--- config.mk ---
export PLATFORM = sky130hd
export DESIGN_NAME = home_write_arbiter
export DESIGN_NICKNAME = d
export VERILOG_FILES = /design/src/rtl/hna_pkg.sv /design/src/rtl/hna_fifo.sv /design/src/rtl/hna_ctrl.sv /design/src/rtl/hna_dpath.sv /design/src/rtl/home_write_arbiter.sv
export SDC_FILE = /design/constraint.sdc
export NUM_CORES = 1
export LEC_CHECK = 0
export ABC_AREA = 1
export BUFFER_PORTS_ARGS = -buffer_cell sky130_fd_sc_hd__buf_4
export CORE_MARGIN = 2
export CORE_UTILIZATION = 53
export CTS_CLUSTER_SIZE = 8
export DETAILED_ROUTE_END_ITERATION = 7
export PLACE_DENSITY = 0.9
export SYNTH_ARGS = -nofsm -noshare
export SYNTH_HDL_FRONTEND = slang
export SYNTH_SLANG_ARGS = --single-unit
--- constraint.sdc ---
create_clock -name clk -period 2.86 [get_ports clk]
set_clock_uncertainty 0.2 [all_clocks]
set_input_delay 0.286 -clock clk [delete_from_list [all_inputs] [get_ports clk]]
set_output_delay 0.286 -clock clk [all_outputs]
set_load 0.02 [all_outputs]
--- src/rtl/hna_pkg.sv ---
package hna_pkg;
  typedef enum logic [1:0] {
    ST_IDLE  = 2'd0,
    ST_FETCH = 2'd1,
    ST_TEAR  = 2'd2,
    ST_GRANT = 2'd3
  } state_t;

  localparam logic [1:0] KIND_RDATA = 2'd0;
  localparam logic [1:0] KIND_GRANT = 2'd1;
  localparam logic [1:0] KIND_FWD   = 2'd2;
  localparam logic [1:0] KIND_TEAR  = 2'd3;

  typedef struct packed {
    logic       pop;        // take queue head
    logic       emit;       // register an outgoing message
    logic [1:0] kind;       // message kind
    logic       useHead;    // message fields from queue head
    logic       buildLink;  // current requester becomes root/link
    logic       holdLinks;  // teardown in progress, acks accepted
  } strobe_t;
endpackage

--- src/rtl/hna_fifo.sv ---
module hna_fifo #(
  parameter int WIDTH = 8,
  parameter int DEPTH = 4
) (
  input  logic             clk,
  input  logic             rstN,
  input  logic             push,
  input  logic             pop,
  input  logic [WIDTH-1:0] din,
  output logic [WIDTH-1:0] dout,
  output logic             full,
  output logic             empty
);
  localparam int AW = (DEPTH > 1) ? $clog2(DEPTH) : 1;
  localparam int CW = AW + 1;

  logic [WIDTH-1:0] store [DEPTH];
  logic [AW-1:0]    wrPtr, rdPtr;
  logic [CW-1:0]    count;

  assign full  = (count == CW'(DEPTH));
  assign empty = (count == '0);
  assign dout  = store[rdPtr];

  always_ff @(posedge clk) begin
    if (!rstN) begin
      wrPtr <= '0;
      rdPtr <= '0;
      count <= '0;
    end else begin
      if (push) begin
        store[wrPtr] <= din;
        wrPtr <= (wrPtr == AW'(DEPTH - 1)) ? '0 : wrPtr + 1'b1;
      end
      if (pop) rdPtr <= (rdPtr == AW'(DEPTH - 1)) ? '0 : rdPtr + 1'b1;
      count <= count + CW'(push) - CW'(pop);
    end
  end

  assert_no_overflow_R8: assert property (@(posedge clk) disable iff (!rstN) push |-> !full);
  assert_no_underflow_R7: assert property (@(posedge clk) disable iff (!rstN) pop |-> !empty);
endmodule

--- src/rtl/hna_ctrl.sv ---
module hna_ctrl
  import hna_pkg::*;
(
  input  logic    clk,
  input  logic    rstN,
  input  logic    headValid,
  input  logic    headIsWrite,
  input  logic    treeExists,
  input  logic    linkEmpty,
  input  logic    memReqReady,
  input  logic    memRspValid,
  output logic    memReqValid,
  output strobe_t strobe
);
  state_t state, nextState;
  logic   reqSent;

  assign memReqValid = (state == ST_FETCH) && !reqSent;

  always_comb begin
    strobe    = '0;
    nextState = state;
    unique case (state)
      ST_IDLE: begin
        if (headValid) begin
          strobe.pop = 1'b1;
          if (!headIsWrite) begin
            if (treeExists) begin
              strobe.emit    = 1'b1;
              strobe.kind    = KIND_FWD;
              strobe.useHead = 1'b1;
            end else begin
              nextState = ST_FETCH;
            end
          end else if (treeExists) begin
            strobe.emit    = 1'b1;
            strobe.kind    = KIND_TEAR;
            strobe.useHead = 1'b1;
            nextState      = ST_TEAR;
          end else begin
            nextState = ST_GRANT;
          end
        end
      end
      ST_FETCH: begin
        if (reqSent && memRspValid) begin
          strobe.emit      = 1'b1;
          strobe.kind      = KIND_RDATA;
          strobe.buildLink = 1'b1;
          nextState        = ST_IDLE;
        end
      end
      ST_TEAR: begin
        strobe.holdLinks = 1'b1;
        if (linkEmpty) nextState = ST_GRANT;
      end
      ST_GRANT: begin
        strobe.emit      = 1'b1;
        strobe.kind      = KIND_GRANT;
        strobe.buildLink = 1'b1;
        nextState        = ST_IDLE;
      end
      default: nextState = ST_IDLE;
    endcase
  end

  always_ff @(posedge clk) begin
    if (!rstN) begin
      state   <= ST_IDLE;
      reqSent <= 1'b0;
    end else begin
      state <= nextState;
      if (state != ST_FETCH)                reqSent <= 1'b0;
      else if (memReqValid && memReqReady)  reqSent <= 1'b1;
    end
  end

  assert_one_op_R10: assert property (@(posedge clk) disable iff (!rstN)
    (state != ST_IDLE) |-> !strobe.pop);
  assert_mem_no_tree_R3: assert property (@(posedge clk) disable iff (!rstN)
    memReqValid |-> !treeExists);
  assert_busy_holds_R6: assert property (@(posedge clk) disable iff (!rstN)
    (state == ST_TEAR && !linkEmpty) |=> (state == ST_TEAR));
endmodule

--- src/rtl/hna_dpath.sv ---
module hna_dpath
  import hna_pkg::*;
#(
  parameter int ID_W   = 4,
  parameter int DIR_W  = 2,
  parameter int DATA_W = 32
) (
  input  logic                  clk,
  input  logic                  rstN,
  input  strobe_t               strobe,
  input  logic [ID_W-1:0]       headSrc,
  input  logic [DIR_W-1:0]      headDir,
  input  logic                  ackValid,
  input  logic [DIR_W-1:0]      ackDir,
  input  logic [DATA_W-1:0]     memRspData,
  output logic                  treeExists,
  output logic                  linkEmpty,
  output logic                  msgValid,
  output logic [1:0]            msgKind,
  output logic [(1<<DIR_W)-1:0] msgDirMask,
  output logic [ID_W-1:0]       msgDest,
  output logic [DATA_W-1:0]     msgData
);
  localparam int NUM_DIR = 1 << DIR_W;
  localparam logic [NUM_DIR-1:0] ONE = NUM_DIR'(1);

  logic [NUM_DIR-1:0] linkMask;
  logic [DIR_W-1:0]   rootDir, curDir;
  logic [ID_W-1:0]    curSrc;
  logic [NUM_DIR-1:0] outMask;

  assign treeExists = |linkMask;
  assign linkEmpty  = ~treeExists;

  always_comb begin
    unique case (strobe.kind)
      KIND_FWD:  outMask = ONE << rootDir;
      KIND_TEAR: outMask = linkMask;
      default:   outMask = ONE << curDir;
    endcase
  end

  always_ff @(posedge clk) begin
    if (!rstN) begin
      linkMask   <= '0;
      rootDir    <= '0;
      curDir     <= '0;
      curSrc     <= '0;
      msgValid   <= 1'b0;
      msgKind    <= '0;
      msgDirMask <= '0;
      msgDest    <= '0;
      msgData    <= '0;
    end else begin
      if (strobe.pop) begin
        curSrc <= headSrc;
        curDir <= headDir;
      end
      if (strobe.buildLink) begin
        linkMask <= ONE << curDir;
        rootDir  <= curDir;
      end else if (strobe.holdLinks && ackValid) begin
        linkMask[ackDir] <= 1'b0;
      end
      msgValid <= strobe.emit;
      if (strobe.emit) begin
        msgKind    <= strobe.kind;
        msgDirMask <= outMask;
        msgDest    <= strobe.useHead ? headSrc : curSrc;
        msgData    <= (strobe.kind == KIND_RDATA) ? memRspData : '0;
      end
    end
  end

  assert_grant_on_empty_R6: assert property (@(posedge clk) disable iff (!rstN)
    (strobe.emit && strobe.kind == KIND_GRANT) |-> (linkMask == '0));
  assert_links_shrink_R6: assert property (@(posedge clk) disable iff (!rstN)
    strobe.holdLinks |=> ((linkMask & ~$past(linkMask)) == '0));
  assert_idle_ack_ignored_R9: assert property (@(posedge clk) disable iff (!rstN)
    (!strobe.holdLinks && !strobe.buildLink) |=> $stable(linkMask));
  assert_dir_onehot_R2: assert property (@(posedge clk) disable iff (!rstN)
    (msgValid && msgKind != KIND_TEAR) |-> $onehot(msgDirMask));
endmodule

--- src/rtl/home_write_arbiter.sv ---
module home_write_arbiter
  import hna_pkg::*;
#(
  parameter int ID_W   = 4,
  parameter int DIR_W  = 2,
  parameter int DATA_W = 32,
  parameter int QDEPTH = 4
) (
  input  logic                  clk,
  input  logic                  rstN,
  input  logic                  reqValid,
  output logic                  reqReady,
  input  logic                  reqIsWrite,
  input  logic [ID_W-1:0]       reqSrc,
  input  logic [DIR_W-1:0]      reqDir,
  input  logic                  ackValid,
  input  logic [DIR_W-1:0]      ackDir,
  output logic                  memReqValid,
  input  logic                  memReqReady,
  input  logic                  memRspValid,
  input  logic [DATA_W-1:0]     memRspData,
  output logic                  msgValid,
  output logic [1:0]            msgKind,
  output logic [(1<<DIR_W)-1:0] msgDirMask,
  output logic [ID_W-1:0]       msgDest,
  output logic [DATA_W-1:0]     msgData
);
  localparam int QW = 1 + DIR_W + ID_W;

  strobe_t       strobe;
  logic          qFull, qEmpty, treeExists, linkEmpty;
  logic [QW-1:0] qHead;

  assign reqReady = !qFull;

  hna_fifo #(.WIDTH(QW), .DEPTH(QDEPTH)) u_queue (
    .clk(clk), .rstN(rstN),
    .push(reqValid && !qFull), .pop(strobe.pop),
    .din({reqIsWrite, reqDir, reqSrc}), .dout(qHead),
    .full(qFull), .empty(qEmpty)
  );

  hna_ctrl u_ctrl (
    .clk(clk), .rstN(rstN),
    .headValid(!qEmpty), .headIsWrite(qHead[QW-1]),
    .treeExists(treeExists), .linkEmpty(linkEmpty),
    .memReqReady(memReqReady), .memRspValid(memRspValid),
    .memReqValid(memReqValid), .strobe(strobe)
  );

  hna_dpath #(.ID_W(ID_W), .DIR_W(DIR_W), .DATA_W(DATA_W)) u_dpath (
    .clk(clk), .rstN(rstN), .strobe(strobe),
    .headSrc(qHead[ID_W-1:0]), .headDir(qHead[ID_W +: DIR_W]),
    .ackValid(ackValid), .ackDir(ackDir), .memRspData(memRspData),
    .treeExists(treeExists), .linkEmpty(linkEmpty),
    .msgValid(msgValid), .msgKind(msgKind), .msgDirMask(msgDirMask),
    .msgDest(msgDest), .msgData(msgData)
  );
endmodule

## Word level (Yosys, flattened, before mapping)

Memory sizes are Yosys's and may differ from the RTL's. A register that Yosys moved wholly into a read port is not among the register bits.
Index checks and enable logic that the tools add are counted.

- Input port bits: 47
- Output and inout bits: 45
- Bits in writable memories: 28
- Memories: 1
- Flip-flop bits (word level): 65
- Logic and storage cells: 86

- Multiplexer cells: 32
- Shift-type cells: 2
- Reduce and logical (&&, ||, !) cells: 15
- Bitwise logic cells: 3
- Equal/unequal tests: 13
- Magnitude comparators: 2
- $add $sub $neg: 4

Memories:

| name | depth | width | rd ports | clocked after memory_dff | write ports | line | RTL |
|---|---|---|---|---|---|---|---|
| u_queue.store | 4 | 7 | 1 | 1 | 1 | hna_fifo.sv:17 | `logic [WIDTH-1:0] store [DEPTH];` |

Operators with widths:

| kind | number |
|---|---|
| $mux W32 | 1 |
| $mux W4 | 6 |
| $mux W2 | 9 |
| $eq A2 B2 Y1 const B | 6 |
| $mux W1 | 9 |
| $pmux W3 S3 | 1 |
| $pmux W2 S4 | 1 |
| $pmux W4 S2 | 1 |
| $shl A1 B2 Y4 const A | 2 |
| $logic_and A1 B1 Y1 | 6 |
| $ne A2 B2 Y1 const B | 3 |
| $mux W5 | 1 |
| $add A2 B1 Y2 const B | 2 |
| $and A4 B4 Y4 | 1 |
| $logic_not A2 Y1 | 2 |
| $not A4 Y4 | 1 |
| $reduce_and A4 Y1 | 1 |
| $reduce_or A4 Y1 | 1 |
| $add A3 B1 Y3 | 1 |
| $eq A3 B3 Y1 const B | 1 |
| $logic_not A3 Y1 | 1 |
| $lt A2 B3 Y1 const B | 1 |
| $mux W3 | 1 |
| $ne A3 B3 Y1 const B | 1 |
| other kinds (10) | 11 |

## Longest topological paths before layout

Gate-level depths: netlist of the first run.

- Depth in word-level cells: 8
- Gate-level depth with buffers: 11
- Gate-level depth less buffers: 10

## Modules after synthesis

A second synthesis of the first run with hierarchy kept.

- Cells, all modules: 477
- Area total of the unflattened synthesis: 4071.4 um^2

Modules (own cells, without submodules):

| module | times used | sequential area each (um^2) | cells an instance | area each (um^2) |
|---|---|---|---|---|
| hna_dpath | 1 | 1101.1 | 292 | 2222.1 |
| hna_fifo | 1 | 1021.0 | 142 | 1617.8 |
| hna_ctrl | 1 | 60.1 | 39 | 214.0 |
| home_write_arbiter | 1 | 0.0 | 4 | 17.5 |

## Worst setup path after synthesis of the first run

No wires, ideal clock.

- Path kind: flip-flop to flip-flop
- From: reg u_queue.count[1]
- To: reg u_queue.count[2]
- Data required time: 2542 ps
- Stages on the path, launching flop included: 12
- Setup time: 118 ps
- Arrival: 1902 ps
- Slack: 640 ps
- Cells stage by stage: dfxtp_1 nor2_1 nand2_1 nand2_1 inv_1 buf_4 ha_1 inv_1 ha_1 fa_1 xor2_1 nor2_1

- Cells in the longest elaborated chain, start to end: 5

Ends and longest elaborated chain:

| item | line | RTL |
|---|---|---|
| start: declaration | hna_fifo.sv:19 | `logic [CW-1:0] count;` |
| start signal: assignment | hna_fifo.sv:36 | `count <= count + CW'(push) - CW'(pop);` |
| $eq A3 B3 Y1 | hna_fifo.sv:21 | `assign full = (count == CW'(DEPTH));` |
| $logic_not A1 Y1 | home_write_arbiter.sv:38 | `.push(reqValid && !qFull), .pop(strobe.pop),` |
| $logic_and A1 B1 Y1 | home_write_arbiter.sv:38 |  |
| $add A3 B1 Y3 | hna_fifo.sv:36 |  |
| $sub A3 B1 Y3 (*) | hna_fifo.sv:36 |  |

Mark *: on every way between the ends. The rest lies on a longest branch, timed or not.
A chain may end at the register's enable or synchronous reset.

## Worst setup path in the final report of the first run

- From: reg u_ctrl.state[1]
- To: reg u_queue.count[2]

- Cells in the longest elaborated chain, start to end: 3

Ends and longest elaborated chain:

| item | line | RTL |
|---|---|---|
| start: declaration | hna_ctrl.sv:15 | `state_t state, nextState;` |
| start signal: assignment | hna_ctrl.sv:72 | `state <= nextState;` |
| $logic_not A2 Y1 | hna_ctrl.sv:23 | `unique case (state)` |
| $mux W1 | hna_ctrl.sv:23 |  |
| $sub A3 B1 Y3 | hna_fifo.sv:36 |  |

No other way between the ends.

==> results of run 1 <==
-- layout make-up --
cell class                      count  area, um^2  share of cell area, %
Inverter                           34         130                   2.52
Timing Repair Buffer              132        1090                   21.1
Multi-Input combinational cell    293        1420                   27.6
Sequential cell                    95        2180                   42.3
Clock buffer                       13         169                   3.28
Clock inverter                      3        40.0                  0.777
Tap cell                           99         124                   2.40
-- through the flow --
step | utilization (%) | setup slack, ns | area [um^2] | power [W]
final | 71.8 | 0.658 | 5150 | 0.00527
after global routing | 71.8 | 0.493 | 5150 | 0.00565
after CTS | 71.8 | 0.673 | 5150 | 0.00523
after detailed placement | 63.6 | 0.708 | 4570 | 0.00429
after global placement | 63.6 | 0.774 | 4570 | 0.00418
after floorplan | - | 0.640 | 3870 | 0.00358
-- critical path, stage by stage, from the launching register on --
cell and delay (ns):
dfxtp_1 0.46, nor2_2 0.11, nand2_1 0.15, inv_1 0.08, ha_1 0.28, inv_1 0.04, ha_1 0.18, fa_1 0.38
xor2_1 0.17, nor2_1 0.05
-- cells in the final DEF (no fill, tap or decap), types with 2 or more instances in the layout --
cell	netlist	layout
buf_4	2	94
nor2_1	93	93
dfxtp_1	67	67
nand2_1	65	65
dlygate4sd3_1	0	38
o21ai_1	34	34
inv_1	33	33
o21ai_0	32	32
edfxtp_1	28	28
nand3_1	17	17
a21oi_1	15	15
clkbuf_8	0	12
ha_1	7	7
o31ai_1	4	4
nand4_1	3	3
o2111ai_1	3	3
a31oi_1	3	3
nor2_2	2	2
nor3_1	2	2
nand2_2	2	2
nand2_4	2	2
xor2_1	2	2
clkinv_2	0	2
-- power breakdown --
group	leakage [nW]	switching, W	internal, W
Sequential	0.802	0.000253	0.00178
Combinational	1.35	0.00144	0.000885
Clock	0.109	0.000433	0.000474
Total	2.27	0.00213	0.00314
-- path summary, 6_finish.rpt --
path,startpoint,endpoint,slack [ns]
setup / recovery,u_ctrl.state[1],u_queue.count[2],0.66
hold / removal,memRspData[26],u_dpath.msgData[26],-0.009
setup reg to reg,u_ctrl.state[1],u_queue.count[2],0.66
hold reg to reg,u_dpath.msgData[30],u_dpath.msgData[30],0.29
-- layer usage --
| layer | track usage, % | wire length (um) |
|---|---|---|
| met1 | 27.5 | 3770 |
| met2 | 42.4 | 4730 |
| met3 | 4.62 | 686 |
| met4 | 12.1 | 191 |
| met5 | 0 | 0 |
-- flip-flops by register name (all words and copies together), names as in the netlist, 2 cells and up, named ones only --
name,cells
u_ctrl.state,2
u_dpath.msgKind,2
u_dpath.msgDest,4
u_dpath.msgData,32
u_queue.count,3
u_dpath.curDir,2
u_queue.store,28
u_queue.rdPtr,2
u_queue.wrPtr,2
u_dpath.msgDirMask,4
u_dpath.rootDir,2
u_dpath.linkMask,4
u_dpath.curSrc,4
-- cells by family (layout without fill, tap and decap cells) --
| family | count (synthesis) | count (layout) | share of synthesized area (%) |
|---|---|---|---|
| XOR/XNOR | 2 | 2 | 0.453 |
| AO/OA/AOI/OAI | 93 | 93 | 12.9 |
| buffers and inverters | 53 | 182 | 6.73 |
| AND/OR/NAND/NOR | 190 | 190 | 20.7 |
| flip-flops | 95 | 95 | 56.4 |
| adder cells (fa/ha/maj) | 8 | 8 | 2.78 |
==> out/metrics.csv, run 1 <==
metric,value,unit
post-synth cell types,33,
Syn Std Cell Area,3870,um^2
Post-synth ARST share,0,%
RSZ-0062 raised after global routing,no,
placed insts,615,
die width,89.4,um
clk_lat worst skew,0.36,ns
area share of the largest cell type after synthesis,34.7,%
vias in the first global route,3249,
GRT Util Overall,24.0,%
type of origin of the critical path,register,
hold depth,3,
share of post-route cells with drive strength above 1,21.1,%
via density per instance,5.19,
"CTS clk-pin slew, worst paths",0.09,ns
Initial Util,53.9,%
DIE AREA,7990,um^2
Tcrit/Tclk final,77.0,%
"area leader, netlist",dfxtp_1,
VDD IR max,419,uV
static leakage,2.27,nW
Layout Cells excl Fill,669,
drt drc,0,
status,"complete, but fails checks",
failing checks,negative hold slack,
first-pass GRT wire length,14600,um
drt pass-1 iters,5,
Final nets,620,
Final Slew Violations,0,
Worst Path Max Fanout,6,
Die Ht,89.4,um
"count leader, synth",nor2_1,
post-synthesis register bit count,95,
measured slew at the worst slew-check pin,0.692,ns
initial antenna violation count,0,
Core ar.,7180,um^2
area grow syn2layout,33.3,%
Ant. Diodes,0,
total negative setup slack,0,ns
pin count of the biggest net entering global routing,44,
ANT nets after route,0,
cells after synthesis,441,
Synth top cells by count,"93 x nor2_1, 67 x dfxtp_1, 65 x nand2_1",
Hold Buf Count CTS,38,
Num Clock Sinks,95,
critical path class,register to register,
# fillers,503,
clock tree root driver cell,clkbuf_8,
"Data required, critical path",2.91,ns
largest cells by area after synthesis,"dfxtp_1 35%, edfxtp_1 22%, nor2_1 9.0%",
synthesized net count,496,
post-CTS setup buffers,0,
Mean Syn Cell Area,8.77,um^2
Max Fclk,454,MHz
R2R depth,9,
Hold Fails Final Rpt,1,
Post-synth EDFFs,28,
crit path time final,2.20,ns
# setup viols final,0,
commonest register cell after synthesis,dfxtp_1,
Setup crit end kind,register,
Fin Hold WS,-0.00885,ns
gpl congestion,0.847,
via count of the routed design,3470,
post-DP HPWL,5860,um
HP Class,input port to register,
Yosys warning count,0,
drt initial violations,224,
Row Count,31,
post-cts resize count,0,
crit path DAT,2.26,ns
"Seq/Total Area, Yosys",56.4,%
GRT overflow,0,
Max Cap Viol,0,
H-tree Lvls,3,
CTS Buf Count,9,
CTS tree,done,
Post-Route WL,9380,um
buffers added on ports,91,
Rel. slew slack,53.7,%
drt wl/cell,14.0,um
maximum clock insertion buffer count,2,
I/O Pins,92,
pwr dens,1020,nW/um^2
Power figures use the tool's default switching activity.
==> inputs of run 2 (changes only) <==
==> constraint.sdc (replaced) <==
create_clock -name clk -period 2.3 [get_ports clk]
set_clock_uncertainty 0.2 [all_clocks]
set_input_delay 0.23 -clock clk [delete_from_list [all_inputs] [get_ports clk]]
set_output_delay 0.23 -clock clk [all_outputs]
set_load 0.02 [all_outputs]
==> run 2 against run 1 <==
Effect of this change:
- via count is 1.2% higher
- non-clock buffer count rose by 11
- first-iteration DRC count down 24%
- global-route usage up 0.55 points
- the run now ends clean
- fmax up 0.73%
- largest cell class unchanged
- core utilization up 0.85 points
- setup slack got worse by 0.54 ns
- critical path type unchanged
- clock power increased by 6.3%
==> out/metrics.csv, run 2 (synthesized netlist as in run 1, its figures left out) <==
metric,value,unit,change
maximum clock insertion buffer count,2,,unchanged
"Data required, critical path",2.34,ns,-0.57 ns
Crit path depth,10,,+1
worst r2r src,u_queue.count[1],,
crit path DAT,2.22,ns,-0.04 ns
Tot Pwr,0.00643,W,+22%
Core ar.,7180,um^2,unchanged
R2R depth,10,,+1
critical path class,register to register,,
CP cell instances,nor2_1 -> nand2_1 -> nand2_1 -> inv_1 -> ha_1 -> inv_1 -> ha_1 -> fa_1 -> xor2_1 -> nor2_1,,
Max Fclk,458,MHz,+0.73%
vias in the first global route,3280,,+0.95%
Ant. Diodes,0,,unchanged
Top Registers,"u_dpath.msgData: 32 flops, u_queue.store: 28 flops",,
CTS Buf Count,9,,unchanged
Hold Fails Final Rpt,0,,-1
GRT overflow,0,,unchanged
RSZ-0062 raised after global routing,no,,
Final Slew Violations,0,,unchanged
Tcrit/Tclk final,95.0,%,+18 points
CP peak stage delay,0.38,ns,-0.08 ns
Setup crit end kind,register,,
DIE AREA,7990,um^2,unchanged
pin count of the biggest net entering global routing,44,,unchanged
status,finished clean,,
reg2reg setup slack,0.11,ns,-0.54 ns
drt pass-1 iters,4,,-1
"commonest non-fill, non-tap cell in the layout",buf_4,,
drt wl/cell,14.4,um,+2.6%
Initial Util,53.9,%,unchanged
CTS tree,done,,
clock tree root driver cell,clkbuf_8,,
die width,89.4,um,unchanged
"delay-heaviest family, CP",adder cells,,
"CTS clk-pin slew, worst paths",0.08,ns,about the same
max reg flops,32,,unchanged
gpl congestion,0.874,,+3.2%
Buffers & Inverters on Critical Path,2,,unchanged
Rel. slew slack,56.1,%,+2.4 points
Final nets,631,,+1.8%
buffers added on ports,91,,unchanged
via density per instance,5.17,,-0.40%
VDD IR max,577,uV,+38%
GRT Util Overall,24.5,%,+0.55 points
measured slew at the worst slew-check pin,0.658,ns,-0.0344 ns
area grow syn2layout,34.9,%,
Max Cap Viol,0,,unchanged
clk_lat worst skew,0.35,ns,about the same
"Most flops, register",u_dpath.msgData,,
share of post-route cells with drive strength above 1,22.0,%,+0.98 points
crit path to,u_queue.count[2],,
crit path time final,2.19,ns,-0.0160 ns
drt initial violations,170,,-24%
static leakage,2.30,nW,+1.4%
total negative setup slack,0,ns,unchanged
type of origin of the critical path,register,,
first-pass GRT wire length,14800,um,+0.94%
Worst setup startpoint,u_queue.count[1],,
most frequent cells in the layout,"100 x buf_4, 93 x nor2_1, 66 x dfxtp_1",,
Die Ht,89.4,um,unchanged
post-DP HPWL,5900,um,+0.62%
drt drc,0,,unchanged
RR Endpoint,u_queue.count[2],,
Post-Route WL,9780,um,+4.3%
H-tree Lvls,3,,unchanged
HP Class,input port to register,,
I/O Pins,92,,unchanged
pwr dens,1230,nW/um^2,+21%
Worst Path Max Fanout,4,,-2
Row Count,31,,unchanged
via count of the routed design,3513,,+1.2%
Num Clock Sinks,95,,unchanged
# setup viols final,0,,unchanged
Critical-path top delay cell,fa_1,,
initial antenna violation count,0,,unchanged
ANT nets after route,0,,unchanged
run 2: cell count changes in the layout (fill, tap and decap cells not counted), sizes merged:
cell	change
clkbuf	-3
bufinv	-1
dlygate4sd3	+5
buf	+6
clkinvlp	+1
clkinv	+3
run 2: stage by stage:
stage | hold WS [ns] | util (%) | cell area, um^2 | worst slack (ns) | std cells
floorplan | 0.129 | - | 3870 | 0.0801 | 441
global placement | 0.229 | 64.3 | 4610 | 0.208 | 621
finish | 0.0298 | 72.7 | 5220 | 0.114 | 680
detailed placement | 0.234 | 64.3 | 4610 | 0.125 | 621
global route | 0.0403 | 72.7 | 5220 | 0.0203 | 680
CTS | 0.0213 | 72.7 | 5220 | 0.100 | 680
run 2: power by group:
| part | leakage (nW) | total, W | switching [W] | internal [W] |
|---|---|---|---|---|
| combinational | 1.40 | 0.00295 | 0.00182 | 0.00113 |
| clock | 0.0918 | 0.000964 | 0.000547 | 0.000417 |
| sequential | 0.802 | 0.00251 | 0.000297 | 0.00222 |
run 2: layer usage:
| layer | wire, um | part of all wire [%] | track usage (%) | vias up |
|---|---|---|---|---|
| met2 | 4880 | 50 | 44.2 | 136 |
| met4 | 295 | 3.0 | 12.6 | 0 |
| li1 | - | - | - | 1725 |
| met5 | 0 | 0 | 0 | - |
| met3 | 664 | 6.8 | 4.43 | 29 |
| met1 | 3940 | 40 | 27.6 | 1623 |
run 2: area by class of cell:
type,instances,area [um^2]
Multi-Input combinational cell,293,1420
Sequential cell,95,2180
Fill cell,505,1960
Clock buffer,10,138
Inverter,34,130
Timing Repair Buffer,143,1180
Clock inverter,6,36.3
Tap cell,99,124
run 2: worst min-delay path by stage:
stage | to | startpoint | depth (start not counted) | slack [ns]
global route | u_queue.count[2] | rstN | 3 | 0.04
finish | u_queue.count[2] | rstN | 3 | 0.03
CTS | u_queue.count[2] | rstN | 3 | 0.02
floorplan | u_queue.store[0][0] | reqSrc[0] | 0 | 0.13
detailed placement | u_queue.store[0][1] | reqSrc[1] | 1 | 0.23
global placement | u_queue.store[3][2] | reqSrc[2] | 1 | 0.23
run 2: what timing repair did:
action,CTS,global route
buffers inserted,0,0
hold endpoints to repair,64,0
setup endpoints to repair,0,1
hold buffers,43,0
resized for setup,0,1
run 2: tightest hold or removal path: stages:
cell	delay (ns)
buf_4	0.08
inv_1	0.10
nor2_1	0.13
==> inputs of run 3 (changes only) <==
--- a/config.mk
+++ b/config.mk
@@ -5,13 +5,14 @@
 export SDC_FILE = /design/constraint.sdc
 export NUM_CORES = 1
 export LEC_CHECK = 0
-export ABC_AREA = 1
+export ABC_AREA = 0
 export BUFFER_PORTS_ARGS = -buffer_cell sky130_fd_sc_hd__buf_4
 export CORE_MARGIN = 2
 export CORE_UTILIZATION = 53
+export CTS_BUF_LIST = sky130_fd_sc_hd__clkbuf_8
 export CTS_CLUSTER_SIZE = 8
 export DETAILED_ROUTE_END_ITERATION = 7
-export PLACE_DENSITY = 0.9
+export PLACE_DENSITY = 0.91
 export SYNTH_ARGS = -nofsm -noshare
 export SYNTH_HDL_FRONTEND = slang
 export SYNTH_SLANG_ARGS = --single-unit
==> run 3 against run 2 <==
Effect of this change:
- the run now ends with negative setup slack left
- largest power group is now sequential cells
- first-iteration DRC count fell by 2.9%
- global-route usage fell by 0.35 points
- setup slack got worse by 0.17 ns
- combinational power fell by 24%
- core utilization rose by 5.4 points
- sequential power fell by 8.8%
- largest cell class unchanged
- critical endpoint unchanged
- fmax fell by 7.2%
- critical path type unchanged
- die area fell by 4.7%
- clock power rose by 35%
- cell count fell by 23%
- synthesized cell count fell by 33%
- hold slack got worse by 0.015 ns
==> out/metrics.csv, run 3 <==
metric,value,unit,change
status,"complete, but fails checks",,
failing checks,negative setup slack,,
"Seq/Total Area, Yosys",59.4,%,+2.9 points
DIE AREA,7620,um^2,-4.7%
Power Internal,0.00389,W,+3.4%
RR Endpoint,u_queue.count[2],,
ANT nets after route,0,,unchanged
GRT Util Overall,24.2,%,-0.35 points
via density per instance,5.62,,+8.8%
via count of the routed design,2952,,-16%
share of post-route cells with drive strength above 1,40.4,%,+18 points
Hold EP,u_dpath.msgDest[0],,
area grow syn2layout,43.6,%,
H-tree Lvls,3,,unchanged
placed insts,466,,-25%
hold depth,3,,unchanged
crit path time final,2.36,ns,+0.171 ns
Syn Std Cell Area,3670,um^2,-5.0%
CTS tree,done,,
clock tree root driver cell,clkbuf_8,,
Mean Syn Cell Area,12.5,um^2,+42%
Die Ht,87.3,um,-2.4%
pin count of the biggest net entering global routing,35,,-20%
"Data required, critical path",2.33,ns,about the same
post-synth cell types,44,,+33%
RSZ-0062 raised after global routing,yes,,
Num Clock Sinks,95,,unchanged
Final Slew Violations,0,,unchanged
Tcrit/Tclk final,102,%,+7.4 points
crit path DAT,2.39,ns,+0.17 ns
I/O Pins,92,,unchanged
type of origin of the critical path,register,,
reg2reg setup slack,-0.06,ns,-0.17 ns
# fillers,391,,-23%
Max Cap Viol,0,,unchanged
drt initial violations,165,,-2.9%
Rel. slew slack,67.8,%,+12 points
R2R depth,11,,+1
HP Class,input port to register,,
post-synthesis register bit count,95,,unchanged
Worst Path Max Fanout,2,,-2
buffers added on ports,91,,unchanged
worst r2r src,u_queue.count[1],,
commonest register cell after synthesis,dfxtp_1,,
Placement Cell Area,4590,um^2,-0.43%
Hold Fails Final Rpt,0,,unchanged
gpl congestion,0.799,,-8.6%
clk_lat worst skew,0.35,ns,about the same
Post-synth ARST share,0,%,unchanged
initial antenna violation count,0,,unchanged
sequential share of power,39.4,%,+0.3 points
critical path class,register to register,,
drt pass-1 iters,4,,unchanged
Max Fclk,424,MHz,-7.2%
VDD IR max,578,uV,about the same
cells after synthesis,295,,-33%
"Design Area, Final",5280,um^2,+1.2%
GRT overflow,0,,unchanged
Yosys warning count,0,,unchanged
"CTS clk-pin slew, worst paths",0.09,ns,about the same
Setup crit end kind,register,,
Final nets,495,,-22%
drt wl/cell,17.0,um,+18%
"count leader, synth",dfxtp_1,,
"commonest non-fill, non-tap cell in the layout",buf_4,,
first-pass GRT wire length,14200,um,-3.7%
die width,87.3,um,-2.4%
drt drc,0,,unchanged
Top Registers,"u_dpath.msgData: 32 flops, u_queue.store: 28 flops",,
Row Count,30,,-3.2%
Post-Route WL,8940,um,-8.5%
vias in the first global route,2921,,-11%
Fin Hold WS,0.0147,ns,-0.0151 ns
measured slew at the worst slew-check pin,0.483,ns,-0.175 ns
pwr dens,1100,nW/um^2,-10%
max reg flops,32,,unchanged
Final WS setup,-0.0563,ns,-0.171 ns
maximum clock insertion buffer count,2,,unchanged
Logic pwr share,38.2,%,-7.7 points
Sw Pwr,0.00193,W,-28%
static leakage,2.14,nW,-7.1%
# setup viols final,1,,+1
area share of the largest cell type after synthesis,36.5,%,+1.8 points
Setup WS pre-CTS,-0.196,ns,-0.321 ns
hold wc startpoint,rstN,,
"area leader, netlist",dfxtp_1,,
Synth top cells by count,"67 x dfxtp_1, 31 x o221a_2, 30 x nand2_1",,
post-DP HPWL,5760,um,-2.4%
clock share of power,22.4,%,+7.4 points
Layout Cells excl Fill,525,,-23%
Initial Util,54.4,%,+0.51 points
CTS Buf Count,9,,unchanged
Ant. Diodes,0,,unchanged
Core ar.,6760,um^2,-5.8%
"Most flops, register",u_dpath.msgData,,
switch share,33.2,%,-8.3 points
most frequent cells in the layout,"111 x buf_4, 65 x dfxtp_1, 40 x dlygate4sd3_1",,
synthesized net count,350,,-29%
largest cells by area after synthesis,"dfxtp_1 36%, edfxtp_1 23%, o221a_2 9.5%",,
Post-synth EDFFs,28,,unchanged
==> run 3: cell types whose count changed after synthesis, sizes merged, moves of 7 or more <==
cell   before  now
a21oi      16   26
nand2      69   30
inv        34    8
nor2       96    7
o221a       0   32
o21ai      66    6
mux4        0    7
nand3      19    5
==> run 3: how the worst max path moves through the flow <==
stage	start	endpoint	slack, ns	cells after the start
after floorplan	u_queue.count[2]	u_queue.count[2]	-0.16	11
after global placement	u_queue.count[2]	u_queue.count[2]	-0.14	10
after detailed placement	u_queue.count[2]	u_queue.count[2]	-0.20	10
after CTS	u_queue.count[1]	u_queue.count[2]	-0.05	11
after global routing	u_queue.count[2]	u_queue.count[2]	-0.14	11
final	u_queue.count[1]	u_queue.count[2]	-0.06	11
==> run 3: power by group through the flow <==
| stage | sequential (W) | clock (W) | combinational (W) |
|---|---|---|---|
| 2_1_floorplan | 0.00252 | 0 | 0.00109 |
| 3_3_place_gp | 0.00229 | 0 | 0.00203 |
| 3_5_place_dp | 0.00232 | 0 | 0.00210 |
| 4_1_cts | 0.00228 | 0.00133 | 0.00222 |
| 5_1_grt | 0.00233 | 0.00139 | 0.00240 |
| 6_report | 0.00229 | 0.00130 | 0.00223 |
==> run 3: timing repair <==
| action | CTS | global route |
|---|---|---|
| gates resized for setup | 6 | 0 |
| buffers inserted | 3 | 0 |
| endpoints found under the setup margin | 2 | 2 |
| hold endpoints to repair | 61 | 0 |
| hold buffers | 40 | 0 |
| pin swaps | 5 | 0 |
==> run 3: per-layer routing <==
metal	global-route usage [%]	vias to the layer above	share of wire, %
li1	-	1418	-
met5	0	-	0
met3	6.92	5	6.5
met4	4.76	0	0.45
met2	42.6	102	51
met1	29.7	1427	42
==> run 3: cell type report <==
| class | count | area, um^2 | share of cell area (%) |
|---|---|---|---|
| flip-flops and latches | 95 | 2180 | 41.4 |
| multi-input cells | 171 | 1420 | 27.0 |
| repair buffers | 154 | 1280 | 24.2 |
| clock buffers | 9 | 124 | 2.35 |
| clock inverters | 7 | 120 | 2.28 |
| well taps | 80 | 100 | 1.90 |
| inverters | 9 | 48.8 | 0.925 |
==> run 3: cells by family (layout without fill, tap and decap cells) <==
family | Yosys count | count (layout) | share of synthesized area, %
buf+inv | 29 | 179 | 3.71
xor+xnor | 2 | 2 | 0.477
compound gates | 77 | 77 | 17.2
mux | 11 | 11 | 5.99
fa+ha+maj | 8 | 8 | 2.93
flops | 95 | 95 | 59.4
simple gates | 73 | 73 | 10.3
==> run 3: metrics by stage <==
stage	power [W]	setup TNS (ns)	util, %
5_1_grt	0.00611	-0.169	78.1
4_1_cts	0.00582	-0.0543	78.1
3_3_place_gp	0.00432	-0.145	67.9
2_1_floorplan	0.00361	-0.156	-
6_report	0.00583	-0.0563	78.1
3_5_place_dp	0.00442	-0.223	67.9
==> run 3: critical path, stage by stage (launching register included) <==
cell,delay [ns]
dfxtp_2,0.34
buf_6,0.11
or3b_4,0.39
and2_4,0.16
inv_4,0.05
ha_4,0.12
inv_2,0.03
ha_4,0.14
fa_2,0.35
xnor2_2,0.14
xnor2_1,0.14
nor2_1,0.06
